==> src/rtl/dma_csr_pkg.sv <==
package dma_csr_pkg;
  localparam int DW = 32;

  // register byte offsets
  localparam logic [7:0] OFS_CTRL = 8'h00;
  localparam logic [7:0] OFS_STAT = 8'h04;
  localparam logic [7:0] OFS_CUR  = 8'h08;
  localparam logic [7:0] OFS_NEXT = 8'h24;

  // control bit positions
  localparam int B_EN  = 0;
  localparam int B_APP = 1;

  // status bit positions
  localparam int B_BUSY = 13;
  localparam int B_EOT  = 12;
  localparam int B_EOC  = 11;
  localparam int B_PAR  = 9;
  localparam int B_MCA  = 5;
  localparam int B_TAB  = 4;
  localparam int B_MAB  = 3;

  typedef enum logic [2:0] {
    RD_NONE, RD_CTRL, RD_STAT, RD_CUR, RD_NEXT
  } rdSel_e;

  typedef struct packed {
    logic   wrCtrl;
    logic   wrStat;
    logic   wrNext;
    rdSel_e rdSel;
  } csrStrobe_t;
endpackage

==> src/rtl/dma_csr_ctrl.sv <==
module dma_csr_ctrl
  import dma_csr_pkg::*;
#(
  parameter int ADDR_W = 8
) (
  input  logic              clk,
  input  logic              rstN,
  input  logic              busSel,
  input  logic              busWr,
  input  logic [ADDR_W-1:0] busAddr,
  output csrStrobe_t        strobe
);
  localparam logic [ADDR_W-1:0] A_CTRL = ADDR_W'(OFS_CTRL);
  localparam logic [ADDR_W-1:0] A_STAT = ADDR_W'(OFS_STAT);
  localparam logic [ADDR_W-1:0] A_CUR  = ADDR_W'(OFS_CUR);
  localparam logic [ADDR_W-1:0] A_NEXT = ADDR_W'(OFS_NEXT);

  logic doWr, doRd;
  assign doWr = busSel && busWr;
  assign doRd = busSel && !busWr;

  always_comb begin
    strobe        = '0;
    strobe.rdSel  = RD_NONE;
    if (doWr) begin
      strobe.wrCtrl = (busAddr == A_CTRL);
      strobe.wrStat = (busAddr == A_STAT);
      strobe.wrNext = (busAddr == A_NEXT);
    end
    if (doRd) begin
      unique case (busAddr)
        A_CTRL:  strobe.rdSel = RD_CTRL;
        A_STAT:  strobe.rdSel = RD_STAT;
        A_CUR:   strobe.rdSel = RD_CUR;
        A_NEXT:  strobe.rdSel = RD_NEXT;
        default: strobe.rdSel = RD_NONE;
      endcase
    end
  end

  // at most one register written per access, none on a read
  p_single_write_r12: assert property (@(posedge clk) disable iff (!rstN)
    $onehot0({strobe.wrCtrl, strobe.wrStat, strobe.wrNext}));
  p_read_no_write_r12: assert property (@(posedge clk) disable iff (!rstN)
    !busWr |-> !(strobe.wrCtrl || strobe.wrStat || strobe.wrNext));
endmodule

==> src/rtl/dma_csr_dp.sv <==
module dma_csr_dp
  import dma_csr_pkg::*;
(
  input  logic          clk,
  input  logic          rstN,
  input  csrStrobe_t    strobe,
  input  logic [DW-1:0] busWdata,
  output logic [DW-1:0] busRdata,
  output logic          engEnable,
  output logic          engAppend,
  output logic [DW-1:0] nextDesc,
  output logic          irqOut,
  input  logic          engBusy,
  input  logic [DW-1:0] engCurDesc,
  input  logic          engDescIrqEn,
  input  logic          engEotPulse,
  input  logic          engEocPulse,
  input  logic          engErrParity,
  input  logic          engErrMemAbort,
  input  logic          engErrTgtAbort,
  input  logic          engErrMstAbort
);
  localparam int NSTK = 6;
  // sticky index order: eot, eoc, par, mca, tab, mab
  localparam int STK_POS [NSTK] = '{B_EOT, B_EOC, B_PAR, B_MCA, B_TAB, B_MAB};

  logic            enQ, appendQ, eotArmQ;
  logic [DW-1:0]   nextQ;
  logic [NSTK-1:0] stkQ, evIn, clrReq;
  logic [DW-1:0]   statWord;

  assign evIn = {engEotPulse, engEocPulse, engErrParity,
                 engErrMemAbort, engErrTgtAbort, engErrMstAbort};

  generate
    for (genvar i = 0; i < NSTK; i++) begin : g_sticky
      assign clrReq[i] = strobe.wrStat && busWdata[STK_POS[i]];
      always_ff @(posedge clk) begin
        if (!rstN)           stkQ[NSTK-1-i] <= 1'b0;
        else if (evIn[NSTK-1-i]) stkQ[NSTK-1-i] <= 1'b1;
        else if (clrReq[i])  stkQ[NSTK-1-i] <= 1'b0;
      end
    end
  endgenerate

  always_ff @(posedge clk) begin
    if (!rstN) begin
      enQ     <= 1'b0;
      appendQ <= 1'b0;
      nextQ   <= '0;
      eotArmQ <= 1'b0;
    end else begin
      appendQ <= strobe.wrCtrl && busWdata[B_APP];
      if (strobe.wrCtrl) enQ   <= busWdata[B_EN];
      if (strobe.wrNext) nextQ <= busWdata;
      if (engEotPulse)   eotArmQ <= eotArmQ || engDescIrqEn;
      else if (clrReq[0]) eotArmQ <= 1'b0;
    end
  end

  always_comb begin
    statWord = '0;
    statWord[B_BUSY] = engBusy;
    for (int i = 0; i < NSTK; i++) statWord[STK_POS[i]] = stkQ[NSTK-1-i];
  end

  always_comb begin
    unique case (strobe.rdSel)
      RD_CTRL: busRdata = DW'(enQ);
      RD_STAT: busRdata = statWord;
      RD_CUR:  busRdata = engCurDesc;
      RD_NEXT: busRdata = nextQ;
      default: busRdata = '0;
    endcase
  end

  assign engEnable = enQ;
  assign engAppend = appendQ;
  assign nextDesc  = nextQ;
  assign irqOut    = (stkQ[NSTK-1] && eotArmQ) || (|stkQ[NSTK-2:0]);

  p_append_single_r3: assert property (@(posedge clk) disable iff (!rstN)
    engAppend |=> !engAppend);
  p_event_wins_r8: assert property (@(posedge clk) disable iff (!rstN)
    engEotPulse |=> stkQ[NSTK-1]);
  p_zero_write_keeps_r7: assert property (@(posedge clk) disable iff (!rstN)
    (strobe.wrStat && !busWdata[B_EOC] && stkQ[NSTK-2]) |=> stkQ[NSTK-2]);
  p_fault_irq_r11: assert property (@(posedge clk) disable iff (!rstN)
    (engErrParity || engErrMemAbort || engErrTgtAbort || engErrMstAbort) |=> irqOut);
  p_next_hold_r10: assert property (@(posedge clk) disable iff (!rstN)
    !strobe.wrNext |=> $stable(nextDesc));
  p_busy_read_r4: assert property (@(posedge clk) disable iff (!rstN)
    (strobe.rdSel == RD_STAT) |-> (busRdata[B_BUSY] == engBusy));
endmodule

==> src/rtl/dma_chan_csr.sv <==
module dma_chan_csr
  import dma_csr_pkg::*;
#(
  parameter int ADDR_W = 8
) (
  input  logic              clk,
  input  logic              rstN,
  input  logic              busSel,
  input  logic              busWr,
  input  logic [ADDR_W-1:0] busAddr,
  input  logic [31:0]       busWdata,
  output logic [31:0]       busRdata,
  output logic              engEnable,
  output logic              engAppend,
  output logic [31:0]       nextDesc,
  output logic              chanBusy,
  output logic              irqOut,
  input  logic              engBusy,
  input  logic [31:0]       engCurDesc,
  input  logic              engDescIrqEn,
  input  logic              engEotPulse,
  input  logic              engEocPulse,
  input  logic              engErrParity,
  input  logic              engErrMemAbort,
  input  logic              engErrTgtAbort,
  input  logic              engErrMstAbort
);
  csrStrobe_t strobe;

  dma_csr_ctrl #(.ADDR_W(ADDR_W)) i_ctrl (
    .clk(clk), .rstN(rstN), .busSel(busSel), .busWr(busWr),
    .busAddr(busAddr), .strobe(strobe)
  );

  dma_csr_dp i_dp (
    .clk(clk), .rstN(rstN), .strobe(strobe), .busWdata(busWdata),
    .busRdata(busRdata), .engEnable(engEnable), .engAppend(engAppend),
    .nextDesc(nextDesc), .irqOut(irqOut), .engBusy(engBusy),
    .engCurDesc(engCurDesc), .engDescIrqEn(engDescIrqEn),
    .engEotPulse(engEotPulse), .engEocPulse(engEocPulse),
    .engErrParity(engErrParity), .engErrMemAbort(engErrMemAbort),
    .engErrTgtAbort(engErrTgtAbort), .engErrMstAbort(engErrMstAbort)
  );

  assign chanBusy = engBusy;

  p_busy_follow_r4: assert property (@(posedge clk) disable iff (!rstN)
    $rose(engBusy) |-> chanBusy);
endmodule

==> config.mk <==
export PLATFORM = sky130hd
export DESIGN_NAME = dma_chan_csr
export DESIGN_NICKNAME = d
export VERILOG_FILES = /design/src/rtl/dma_csr_pkg.sv /design/src/rtl/dma_csr_ctrl.sv /design/src/rtl/dma_csr_dp.sv /design/src/rtl/dma_chan_csr.sv
export SDC_FILE = /design/constraint.sdc
export NUM_CORES = 1
export LEC_CHECK = 0
export BUFFER_PORTS_ARGS = -buffer_cell sky130_fd_sc_hd__buf_2
export CAP_MARGIN = 20
export CORE_MARGIN = 3
export CORE_UTILIZATION = 41
export DETAILED_ROUTE_END_ITERATION = 8
export GPL_ROUTABILITY_DRIVEN = 0
export GPL_TIMING_DRIVEN = 0
export PLACE_DENSITY = 0.77
export SYNTH_ARGS = -nofsm -noshare
export SYNTH_HDL_FRONTEND = slang
export SYNTH_SLANG_ARGS = --single-unit
export TNS_END_PERCENT = 1
==> constraint.sdc <==
create_clock -name clk -period 1.69 [get_ports clk]
set_input_delay 0.169 -clock clk [delete_from_list [all_inputs] [get_ports clk]]
set_output_delay 0.169 -clock clk [all_outputs]
set_load 0.01 [all_outputs]
# Word level (Yosys, flattened, before mapping)
# Index checks and enable logic that the tools add are counted.
[classes]
n_eq_ne = 7
n_mux = 17
reduce_logical = 21
[ops]
columns = ["op", "n"]
rows = [
  ["32-bit one-hot mux with 4 select lines", 1],
  ["1-bit 2-to-1 mux", 13],
  ["3-bit one-hot mux with 4 select lines", 1],
  ["2-bit nonzero test", 6],
  ["1-bit logical AND", 10],
  ["8-bit by 3-bit == test with 1-bit output, second input constant", 1],
  ["8-bit by 4-bit == test with 1-bit output, second input constant", 1],
  ["8-bit by 6-bit == test with 1-bit output, second input constant", 1],
  ["8-bit zero test", 1],
  ["3-bit by 2-bit == test with 1-bit output, second input constant", 2],
  ["3-bit 2-to-1 mux", 2],
  ["5-bit OR reduction", 1],
  ["3-bit by 1-bit == test with 1-bit output, second input constant", 1],
  ["3-bit == test, second input constant", 1],
  ["1-bit logical OR", 2],
  ["1-bit zero test", 1],
]
[word_totals]
regBits = 41
word_cells = 55

# Logic depth before layout (Yosys ltp)
# Gate-level depths: netlist of the first run.
[depth]
depth_word = 5
mapped_depth = 5
ltp_nobuf = 3

# Modules after synthesis
# From an unflattened synthesis of the first run, not the netlist that was laid out.
[unflattened]
cells_unflattened = 207
area_unflattened_um2 = 2167.1
[modules_own_cells]
columns = ["module", "n_inst", "cells_per_inst", "area_per_inst_um2"]
rows = [
  ["dma_csr_dp", 1, 194, 2064.5],
  ["dma_csr_ctrl", 1, 12, 95.1],
  ["dma_chan_csr", 1, 1, 7.5],
]

# Worst setup path before layout of the first run
# Ideal clock, no wire load.
[synth_path]
path_kind = "input-to-output"
start = "input port busAddr[4]"
end = "output port busRdata[10]"
arrival_ps = 1249
t_required_ps = 1521
slack_ps = 272
path_stages = 5
path_cell_list = "nor4b_2 -> and4_2 -> clkbuf_1 -> buf_2 -> a22o_1"
[synth_via]
elab_chain_len = 5
word_cells_on_any_way = 11
[synth_rtl]
columns = ["element", "line", "text"]
rows = [
  ["from (decl)", "dma_chan_csr.sv:10", "input logic [ADDR_W-1:0] busAddr,"],
  ["8-bit by 6-bit == test with 1-bit output, or another cell as far along", "dma_csr_ctrl.sv:31", "unique case (busAddr)"],
  ["3-bit one-hot mux with 4 select lines (*)", "dma_csr_ctrl.sv:31", ""],
  ["3-bit 2-to-1 mux (*)", "dma_csr_ctrl.sv:30", "if (doRd) begin"],
  ["3-bit == test, or another cell as far along", "dma_csr_dp.sv:68", "unique case (strobe.rdSel)"],
  ["32-bit one-hot mux with 4 select lines (*)", "dma_csr_dp.sv:68", ""],
  ["to (decl)", "dma_chan_csr.sv:12", "output logic [31:0] busRdata,"],
]
# Mark *: on every way between the ends. The rest lies on a longest branch, timed or not.

# Worst setup path after layout of the first run
[layout_path]
start = "input port busAddr[5]"
end = "output port busRdata[13]"
# Same word-level chain as after synthesis.

==> out/results.ini, run 1 <==
[final_layout]
area_growth_syn_to_layout_pct = 43.98
post_route_cells_drive_above_1_share_pct = 47.10
fin_cells = 464
mostFrequentLayoutCells = buf_2, nand2_1, dfxtp_1
diodes = 0
fill_cells = 453
layout_commonest_cell = buf_2
layout.nets = 480

[logic_synthesis]
synth_ff_type = dfxtp_1
synth.distinct_cells = 28
synth.net_count = 323
ys_seq_elements = 41
ys_seq_area_share_pct = 37.46
syn_inst = 239
synthArstFlopShare_pct = 0
ys_warn_count = 0
syn-cell-area_sq_mm = 0.002191
synth_edf_count = 0
avgSynthCellArea_sq_um = 9.167

[timing]
fin_skew_ns = 0
hold_viol = 0
final-max-slew-violation-count = 0
tightest_slew_ns = 0.5731
worst_slew_margin_rel_pct = 61.79
period_share_pct = 96.29
fmax_ghz = 0.6145
final.setup.worst_slack_ns = 0.06268
finalCriticalPeriod_ns = 1.627
setup-tns-final_ns = 0
rsz0062_at_grt = no
finalSetupViolCount = 0
hold-worst-slack_ns = 0.07575

[clocking]
insertion_delay_ns = 0.29
clk_pin_slew_ns = 0.08
cts_sinks = 41
cts_buffer_depth = 2
cts_buffers = 5
htreeDepth = 2
root_buffer = clkbuf_8
cts_tree = built

[die]
fp.coreArea_sq_mm = 0.004942
die_w_um = 79.10
die_area_sq_mm = 0.006257
die_h_um = 79.10
io_pins = 152
fp-row-count = 25
floorplan.initialDensity_pct = 44.33

[critical_path]
critPathLaunchType = input pin
worstSetupStartpoint = busAddr[5]
worstSetupPathType = input pin to output port
crit_path_max_fanout = 10
critical_path_arrival_ns = 1.46
r2r-start = i_dp.statWord[4]$_SDFFE_PN0P_
end_kind = output port
worstPathRequired_ns = 1.52

[route]
antenna_left = 0
wirelength_um = 6919
wire_per_inst_um = 14.91
drc = 0
drtPass1Iterations = 4
drt_first_iter_violations = 64
vias = 2356
vias_per_cell = 5.078

[global_route]
grt_pass1_vias = 2210
grt_use_met2_pct = 37.54
grt_pass1_wl_um = 10610
grt_max_degree = 13
top_usage_layer = met2
antenna_found_initial = 0
track_usage_pct = 21.57
use_met1_pct = 25.79
use_met3_pct = 7.029
overflow = 0

[power_and_ir_drop]
power_mw = 1.895
power.leakage_nw = 1.583
ir_drop_mv = 0.3820
p_per_area_mw_per_mm2 = 600.7

[worst_hold_path]
min_path_type = input pin to register
worstHoldStart = busWdata[3]

[placement]
dp.cells = 456
dp_worst_setup_slack_ns = -0.2241
portBuffers = 150
post-dp-hpwl_um = 5339

[job]
cap_violations = 0

[outcome]
outcome = finished, final reports clean

registers in the layout (all words and copies together) (netlist names):
signal / flops
i_dp.nextDesc: 32
i_dp.statWord: 6
i_dp.engAppend: 1
i_dp.engEnable: 1
i_dp.eotArmQ: 1
cell usage after synthesis (all sizes together), types with 2 or more instances:
cell / instances / area share [%]
nand2: 68 / 12
dfxtp: 41 / 37
mux2i: 33 / 15
a22o: 24 / 9.6
buf: 14 / 7.1
and4: 9 / 4.2
clkbuf: 9 / 1.5
a221o: 7 / 3.2
inv: 7 / 1.2
a31oi: 6 / 1.7
o21ai: 6 / 1.4
a21oi: 2 / 0.46
nor2: 2 / 0.34
nor4b: 2 / 1.8
worst max-delay path, stage by stage:
cell and delay [ns]:
buf_2 0.12, nor2_2 0.29, and4_2 0.35, buf_4 0.22, a221o_1 0.17, buf_2 0.13
routing by layer:
| layer | part of all wire [%] | vias up |
|---|---|---|
| li1 | - | 1165 |
| met3 | 9.0 | 6 |
| met4 | 0.66 | 0 |
| met2 | 48 | 109 |
| met1 | 42 | 1076 |
| met5 | 0 | - |
cells by family after synthesis:
family / synth area share [%]
multiplexers: 15.59
AO/OA/AOI/OAI: 17.13
flip-flops: 37.46
AND/OR/NAND/NOR: 19.93
buffers and inverters: 9.880
layout make-up:
cell class | count | area [sq um] | share of cell area (%)
Buffer | 22 | 198.9 | 6.307
Clock buffer | 7 | 96.34 | 3.054
Clock inverter | 1 | 5.005 | 0.1587
Inverter | 7 | 26.28 | 0.8330
Multi-Input combinational cell | 168 | 1165 | 36.93
Sequential cell | 41 | 820.8 | 26.02
Tap cell | 67 | 83.83 | 2.658
Timing Repair Buffer | 151 | 758.2 | 24.04
worst paths after layout:
kind / to / slack, ns / depth (start not counted)
worst max-delay path: busRdata[13] / 0.06 / 6
worst min-delay path: i_dp.statWord[3]$_SDFFE_PN0P_ / 0.08 / 2
worst max register to register: i_dp.statWord[4]$_SDFFE_PN0P_ / 0.99 / 2
worst min register to register: i_dp.nextDesc[25]$_SDFFE_PN0P_ / 0.48 / 2
report_power, final:
group	leakage [nW]	internal, mW	switching [mW]
clock network	0.0542	0.369	0.335
registers	0.332	0.978	0.00790
logic	1.20	0.103	0.102
total	1.58	1.45	0.445
per-stage QoR:
stage,util [%],instance area [sq um]
2_1_floorplan,-,2191
3_3_place_gp,61.22,3025
3_5_place_dp,61.22,3025
4_1_cts,63.82,3154
5_1_grt,63.82,3154
6_report,63.82,3154
what timing repair did:
action | in CTS | in global routing
resized for setup | 6 | 0
buffers inserted | 1 | 0
hold buffers | 0 | 0
endpoints found under the setup margin | 31 | 0
(Power assumes the default switching activity.)
==> inputs of run 2 (changes only) <==
PLACE_DENSITY = 0.85   (was 0.77)
SYNTH_HIERARCHICAL = 1   (was not set)
==> out/results.ini, run 2 <==
[timing]
finalCriticalPeriod_ns = 2.186  ; was 1.627 ns
final-max-slew-violation-count = 0  ; unchanged
finalSetupViolCount = 32  ; was 0
rsz0062_at_grt = yes  ; was no
fmax_ghz = 0.4574  ; was 0.6145 GHz
worst_slew_margin_rel_pct = 64.14  ; was 61.79%
final.setup.worst_slack_ns = -0.4962  ; was 0.06268 ns
period_share_pct = 129.4  ; was 96.29%
tightest_slew_ns = 0.5349  ; was 0.5731 ns
hold_viol = 0  ; unchanged
hold-worst-slack_ns = 0.09000  ; was 0.07575 ns
setup-tns-final_ns = -13.70  ; was 0 ns
fin_skew_ns = 0  ; unchanged

[power_and_ir_drop]
power.leakage_nw = 1.580  ; was 1.583 nW
ir_drop_mv = 0.4205  ; was 0.3820 mV
p_per_area_mw_per_mm2 = 607.2  ; was 600.7 mW/mm^2

[clocking]
holdBufCountCts = 0  ; unchanged
root_buffer = clkbuf_8  ; unchanged
insertion_delay_ns = 0.29  ; about the same
cts_buffers = 5  ; unchanged
clk_pin_slew_ns = 0.07  ; was 0.08 ns
cts_tree = built  ; unchanged
cts_buffer_depth = 2  ; unchanged
htreeDepth = 2  ; unchanged
cts_sinks = 41  ; unchanged

[critical_path]
end_kind = output port  ; unchanged
critical_path_arrival_ns = 2.02  ; was 1.46 ns
critPathLaunchType = input pin  ; unchanged
crit_path_max_fanout = 4  ; was 10
worstSetupPathType = input pin to output port  ; unchanged
worstPathRequired_ns = 1.52  ; about the same

[global_route]
overflow = 0  ; unchanged
grt_max_degree = 14  ; was 13
grt_pass1_wl_um = 10900  ; was 10610 um
track_usage_pct = 22.23  ; was 21.57%
grt_pass1_vias = 2266  ; was 2210
antenna_found_initial = 0  ; unchanged

[final_layout]
largest_reg_flops = 32  ; unchanged
fill_cells = 422  ; was 453
post_route_cells_drive_above_1_share_pct = 54.03  ; was 47.10%
mostFrequentLayoutCells = buf_2, dfxtp_1, mux2i_1  ; was buf_2, nand2_1, dfxtp_1
fin_area_sq_mm = 0.003306  ; was 0.003154 sq mm
layout.nets = 455  ; was 480
fin_cells = 439  ; was 464
area_growth_syn_to_layout_pct = 52.54  ; was 43.98%
layout_commonest_cell = buf_2  ; unchanged
multi_input_area_sq_mm = 0.001329  ; was 0.001165 sq mm
ff_latch_area_sq_um = 820.8  ; unchanged
diodes = 0  ; unchanged

[logic_synthesis]
syn_inst = 207  ; was 239
synth_area_leaders = dfxtp_1, mux2i_1, a22o_1  ; was dfxtp_1, mux2i_1, nand2_1
avgSynthCellArea_sq_um = 10.47  ; was 9.167 sq um
synth_ff_type = dfxtp_1  ; unchanged
synthArstFlopShare_pct = 0  ; unchanged
yosysMostFrequentCell = dfxtp_1  ; was nand2_1
synth_common_cells = dfxtp_1, mux2i_1, nor2b_1, a22o_1, buf_2  ; was nand2_1, dfxtp_1, mux2i_1, a22o_1, clkbuf_1
synth_top_area_cell = dfxtp_1  ; unchanged
syn-cell-area_sq_mm = 0.002167  ; was 0.002191 sq mm
synth.net_count = 291  ; was 323
yosys.area.top_type_share_pct = 37.88  ; was 37.46%
synth.distinct_cells = 31  ; was 28
synth_edf_count = 0  ; unchanged
ys_seq_area_share_pct = 37.88  ; was 37.46%
ys_seq_elements = 41  ; unchanged
ys_warn_count = 6  ; was 0

[route]
vias = 2258  ; was 2356
wire_per_inst_um = 16.30  ; was 14.91 um
vias_per_cell = 5.144  ; was 5.078
wl_met2_um = 3726  ; was 3346 um
wirelength_um = 7154  ; was 6919 um
wl_met3_um = 506  ; was 625 um
drt_first_iter_violations = 65  ; was 64
drc = 0  ; unchanged
drtPass1Iterations = 6  ; was 4
routed.top_layer = met4  ; unchanged
wl_met1_um = 2844  ; was 2901 um
antenna_left = 0  ; unchanged

[die]
fp.coreArea_sq_mm = 0.004911  ; was 0.004942 sq mm
die_w_um = 78.70  ; was 79.10 um
die_area_sq_mm = 0.006194  ; was 0.006257 sq mm
io_pins = 152  ; unchanged
floorplan.initialDensity_pct = 44.13  ; was 44.33%
fp-row-count = 25  ; unchanged
die_h_um = 78.70  ; was 79.10 um

[placement]
dp_worst_setup_slack_ns = -0.8307  ; was -0.2241 ns
post-dp-hpwl_um = 5313  ; was 5339 um
dp.cells = 425  ; was 456
portBuffers = 151  ; was 150
place_area_sq_mm = 0.003048  ; was 0.003025 sq mm

[worst_hold_path]
min_path_type = input pin to register  ; unchanged

[outcome]
violations = negative setup slack
outcome = finished with violations  ; was finished, final reports clean

[job]
cap_violations = 0  ; unchanged

run 2: cell count changes in the layout (fill, tap and decap cells not counted), sizes merged, moves of 9 or more:
cell and delta:
and4bb +9, nor2b +32, nand2 -67, and4 -9
run 2: per-stage QoR:
step | total power [mW] | utilization, %
2_1_floorplan | 1.068 | -
3_3_place_gp | 1.184 | 62.06
3_5_place_dp | 1.190 | 62.06
4_1_cts | 2.019 | 66.19
5_1_grt | 2.076 | 67.31
6_report | 2.007 | 67.31
run 2: per-layer routing:
layer / track usage (%) / up-vias
met2: 41.34 / 92
met5: 0 / -
met1: 25.53 / 1059
li1: - / 1101
met4: 5.944 / 0
met3: 4.762 / 6
run 2: cell families (layout without fill, tap and decap cells):
kind of cell / count (synthesis) / after routing / share of synthesized area (%)
and+or+nand+nor: 65 / 65 / 23.56
AOI/OAI and AO/OA: 48 / 48 / 18.19
DFF: 41 / 41 / 37.88
muxes: 34 / 34 / 15.70
buffers and inverters: 18 / 183 / 4.273
xor gates and xnor gates: 1 / 1 / 0.4042
run 2: where the power goes:
part / internal (mW) / switching (mW) / total [mW]
combinational: 0.113 / 0.0735 / 0.186
clock: 0.481 / 0.352 / 0.833
sequential: 0.978 / 0.00990 / 0.988
run 2: final cells by class:
class                   instances  share of cell area [%]
plain buffers                  17                   3.785
clock inverters                 2                   1.136
repair buffers                158                   25.02
clock buffers                   6                   2.498
well taps                      67                   2.536
flip-flops and latches         41                   24.83
multi-input cells             148                   40.20
run 2: worst paths after layout:
kind / startpoint / slack, ns / end / cells after the start
setup / recovery: busAddr[5] / -0.50 / busRdata[9] / 7
hold / removal: engErrMemAbort / 0.09 / i_dp/statWord[5]$_SDFFE_PN0P_ / 2
setup reg to reg: i_dp/statWord[9]$_SDFFE_PN0P_ / 0.85 / i_dp/statWord[9]$_SDFFE_PN0P_ / 2
hold reg to reg: i_dp/nextDesc[15]$_SDFFE_PN0P_ / 0.54 / i_dp/nextDesc[15]$_SDFFE_PN0P_ / 2
run 2: worst max-delay path, stage by stage:
cell and delay [ns]:
buf_2 0.10, or4_4 0.59, nor3_4 0.31, buf_4 0.19, and4bb_2 0.23, a211o_1 0.28
buf_2 0.14
run 2: what timing repair did:
item / 4_1_cts / 5_1_grt
setup buffers: 6 / 0
pin swaps: 4 / 8
setup endpoints to repair: 38 / 53
resized for setup: 12 / 14
cloned: 1 / 0
==> inputs of run 3 (changes only) <==
BUFFER_PORTS_ARGS = not set   (was -buffer_cell sky130_fd_sc_hd__buf_2)
CORE_UTILIZATION = 57   (was 41)
DONT_BUFFER_PORTS = 1   (was not set)
PLACE_DENSITY = 0.77   (was 0.85)
==> out/results.ini, run 3 (same netlist as run 2, synthesis figures left out) <==
[route]
vias_per_cell = 6.476  ; was 5.144
drtPass1Iterations = 4  ; was 6
wirelength_um = 6335  ; was 7154 um
wire_per_inst_um = 23.55  ; was 16.30 um
antenna_left = 0  ; unchanged
drt_first_iter_violations = 71  ; was 65
vias = 1742  ; was 2258
drc = 0  ; unchanged

[global_route]
grt_use_met2_pct = 43.38  ; was 41.34%
grt_max_degree = 13  ; was 14
track_usage_pct = 25.06  ; was 22.23%
grt_pass1_vias = 1742  ; was 2266
antenna_found_initial = 0  ; unchanged
grt_pass1_wl_um = 8445  ; was 10900 um
use_met3_pct = 9.151  ; was 4.762%
overflow = 0  ; unchanged
top_usage_layer = met2  ; unchanged
use_met1_pct = 29.86  ; was 25.53%

[critical_path]
r2r_cells = 2  ; unchanged
critical_path_arrival_ns = 1.82  ; was 2.02 ns
path_buf_inv = 1  ; was 3
worstPathRequired_ns = 1.52  ; about the same
cpPeakStageDelay_ns = 0.54  ; was 0.59 ns
worstSetupPathType = input pin to output port  ; unchanged
ff2ff_setup_slack_ns = 0.91  ; was 0.85 ns
r2r_end = i_dp/eotArmQ$_SDFFE_PN0P_  ; was i_dp/statWord[9]$_SDFFE_PN0P_
crit_path_top_delay_cell = or4b_4  ; was or4_4
path_cells = or4b_4 -> nor3_4 -> and3b_2 -> buf_6 -> a211o_1  ; was buf_2 -> or4_4 -> nor3_4 -> buf_4 -> and4bb_2 -> a211o_1 -> buf_2
r2r-start = i_dp/eotArmQ$_SDFFE_PN0P_  ; was i_dp/statWord[9]$_SDFFE_PN0P_
critPathLaunchType = input pin  ; unchanged
end_kind = output port  ; unchanged
crit_path_max_fanout = 5  ; was 4
crit_family = simple AND/OR/NAND/NOR gates  ; unchanged

[timing]
fmax_ghz = 0.5022  ; was 0.4574 GHz
finalSetupViolCount = 32  ; unchanged
worst_slew_margin_rel_pct = 55.96  ; was 64.14%
final.setup.worst_slack_ns = -0.3013  ; was -0.4962 ns
tightest_slew_ns = 0.6555  ; was 0.5349 ns
finalCriticalPeriod_ns = 1.991  ; was 2.186 ns
hold-worst-slack_ns = 0.009544  ; was 0.09000 ns
final-max-slew-violation-count = 0  ; unchanged
hold_viol = 0  ; unchanged
fin_skew_ns = 0  ; unchanged
period_share_pct = 117.8  ; was 129.4%
setup-tns-final_ns = -8.392  ; was -13.70 ns
rsz0062_at_grt = yes  ; unchanged

[final_layout]
area_growth_syn_to_layout_pct = 21.94  ; was 52.54%
layout_commonest_cell = dfxtp_1  ; was buf_2
fin_area_sq_mm = 0.002643  ; was 0.003306 sq mm
layout.nets = 306  ; was 455
post_route_cells_drive_above_1_share_pct = 31.39  ; was 54.03%
largest_reg_flops = 32  ; unchanged
mostFrequentLayoutCells = dfxtp_1, mux2i_1, nor2b_1  ; was buf_2, dfxtp_1, mux2i_1
diodes = 0  ; unchanged

[placement]
post-dp-hpwl_um = 4518  ; was 5313 um
portBuffers = 0  ; was 151
place_area_sq_mm = 0.002266  ; was 0.003048 sq mm
dp_worst_setup_slack_ns = -0.5635  ; was -0.8307 ns

[power_and_ir_drop]
power.leakage_nw = 1.007  ; was 1.580 nW
ir_drop_mv = 0.4782  ; was 0.4205 mV
p_per_area_mw_per_mm2 = 629.5  ; was 607.2 mW/mm^2

[clocking]
cts_buffer_depth = 2  ; unchanged
cts_sinks = 41  ; unchanged
cts_tree = built  ; unchanged
cts_buffers = 5  ; unchanged
insertion_delay_ns = 0.28  ; was 0.29 ns
clk_pin_slew_ns = 0.08  ; was 0.07 ns
root_buffer = clkbuf_8  ; unchanged
htreeDepth = 2  ; unchanged

[outcome]
violations = negative setup slack  ; unchanged
outcome = finished with violations  ; unchanged

[die]
die_w_um = 67.66  ; was 78.70 um
fp.coreArea_sq_mm = 0.003495  ; was 0.004911 sq mm
die_area_sq_mm = 0.004578  ; was 0.006194 sq mm
die_h_um = 67.66  ; was 78.70 um
io_pins = 152  ; unchanged
fp-row-count = 21  ; was 25
floorplan.initialDensity_pct = 62.01  ; was 44.13%

[worst_hold_path]
worstHoldEndpoint = i_dp/statWord[5]$_SDFFE_PN0P_  ; unchanged
worstHoldStart = engErrMemAbort  ; unchanged
min_path_type = input pin to register  ; unchanged
hold_depth = 1  ; was 2

[job]
cap_violations = 0  ; unchanged

run 3: repair_timing:
item,in CTS,in global routing
pin swaps,5,11
cloned,1,0
endpoints found under the setup margin,32,36
resized for setup,9,35
hold buffers,0,1
endpoints found under the hold margin,0,1
setup buffers,6,1
run 3: routing by layer:
metal | vias to the layer above | part of all wire, %
met5 | - | 0
li1 | 802 | -
met1 | 840 | 38
met3 | 8 | 10
met2 | 92 | 51
met4 | 0 | 1.5
run 3: worst max path at each step:
stage / start / end / slack [ns] / cells after the start
floorplan: busAddr[4] / busRdata[10] / -0.21 / 5
global placement: busAddr[4] / busRdata[7] / -0.53 / 5
detailed placement: busAddr[4] / busRdata[10] / -0.56 / 5
CTS: busAddr[5] / busRdata[10] / -0.31 / 5
global route: busAddr[5] / busRdata[28] / -0.34 / 5
finish: busAddr[4] / busRdata[11] / -0.30 / 5
run 3: where the power goes:
part	switching, mW	internal [mW]
combinational	0.0330	0.0430
clock	0.315	0.286
sequential	0.00873	0.978
run 3: per-stage QoR:
stage	instances	util (%)	total power, mW
after global placement	253	64.84	1.078
after CTS	267	69.32	1.667
after global routing	269	75.62	1.724
after detailed placement	253	64.84	1.081
after floorplan	207	-	1.068
final	269	75.62	1.663
run 3: final cells by class:
cell class                      instances  area [sq um]
Multi-Input combinational cell        148          1486
Fill cell                             253         852.1
Sequential cell                        41         820.8
Buffer                                 17         125.1
Clock buffer                            6         72.57
Timing Repair Buffer                    9         70.07
Tap cell                               46         57.56
Clock inverter                          2         10.01
run 3: worst register-to-register path: cells and delay by family, from the launching register on:
kind	cells	cell delay [ns]
AOI/OAI and AO/OA	2	0.37
DFF	1	0.35
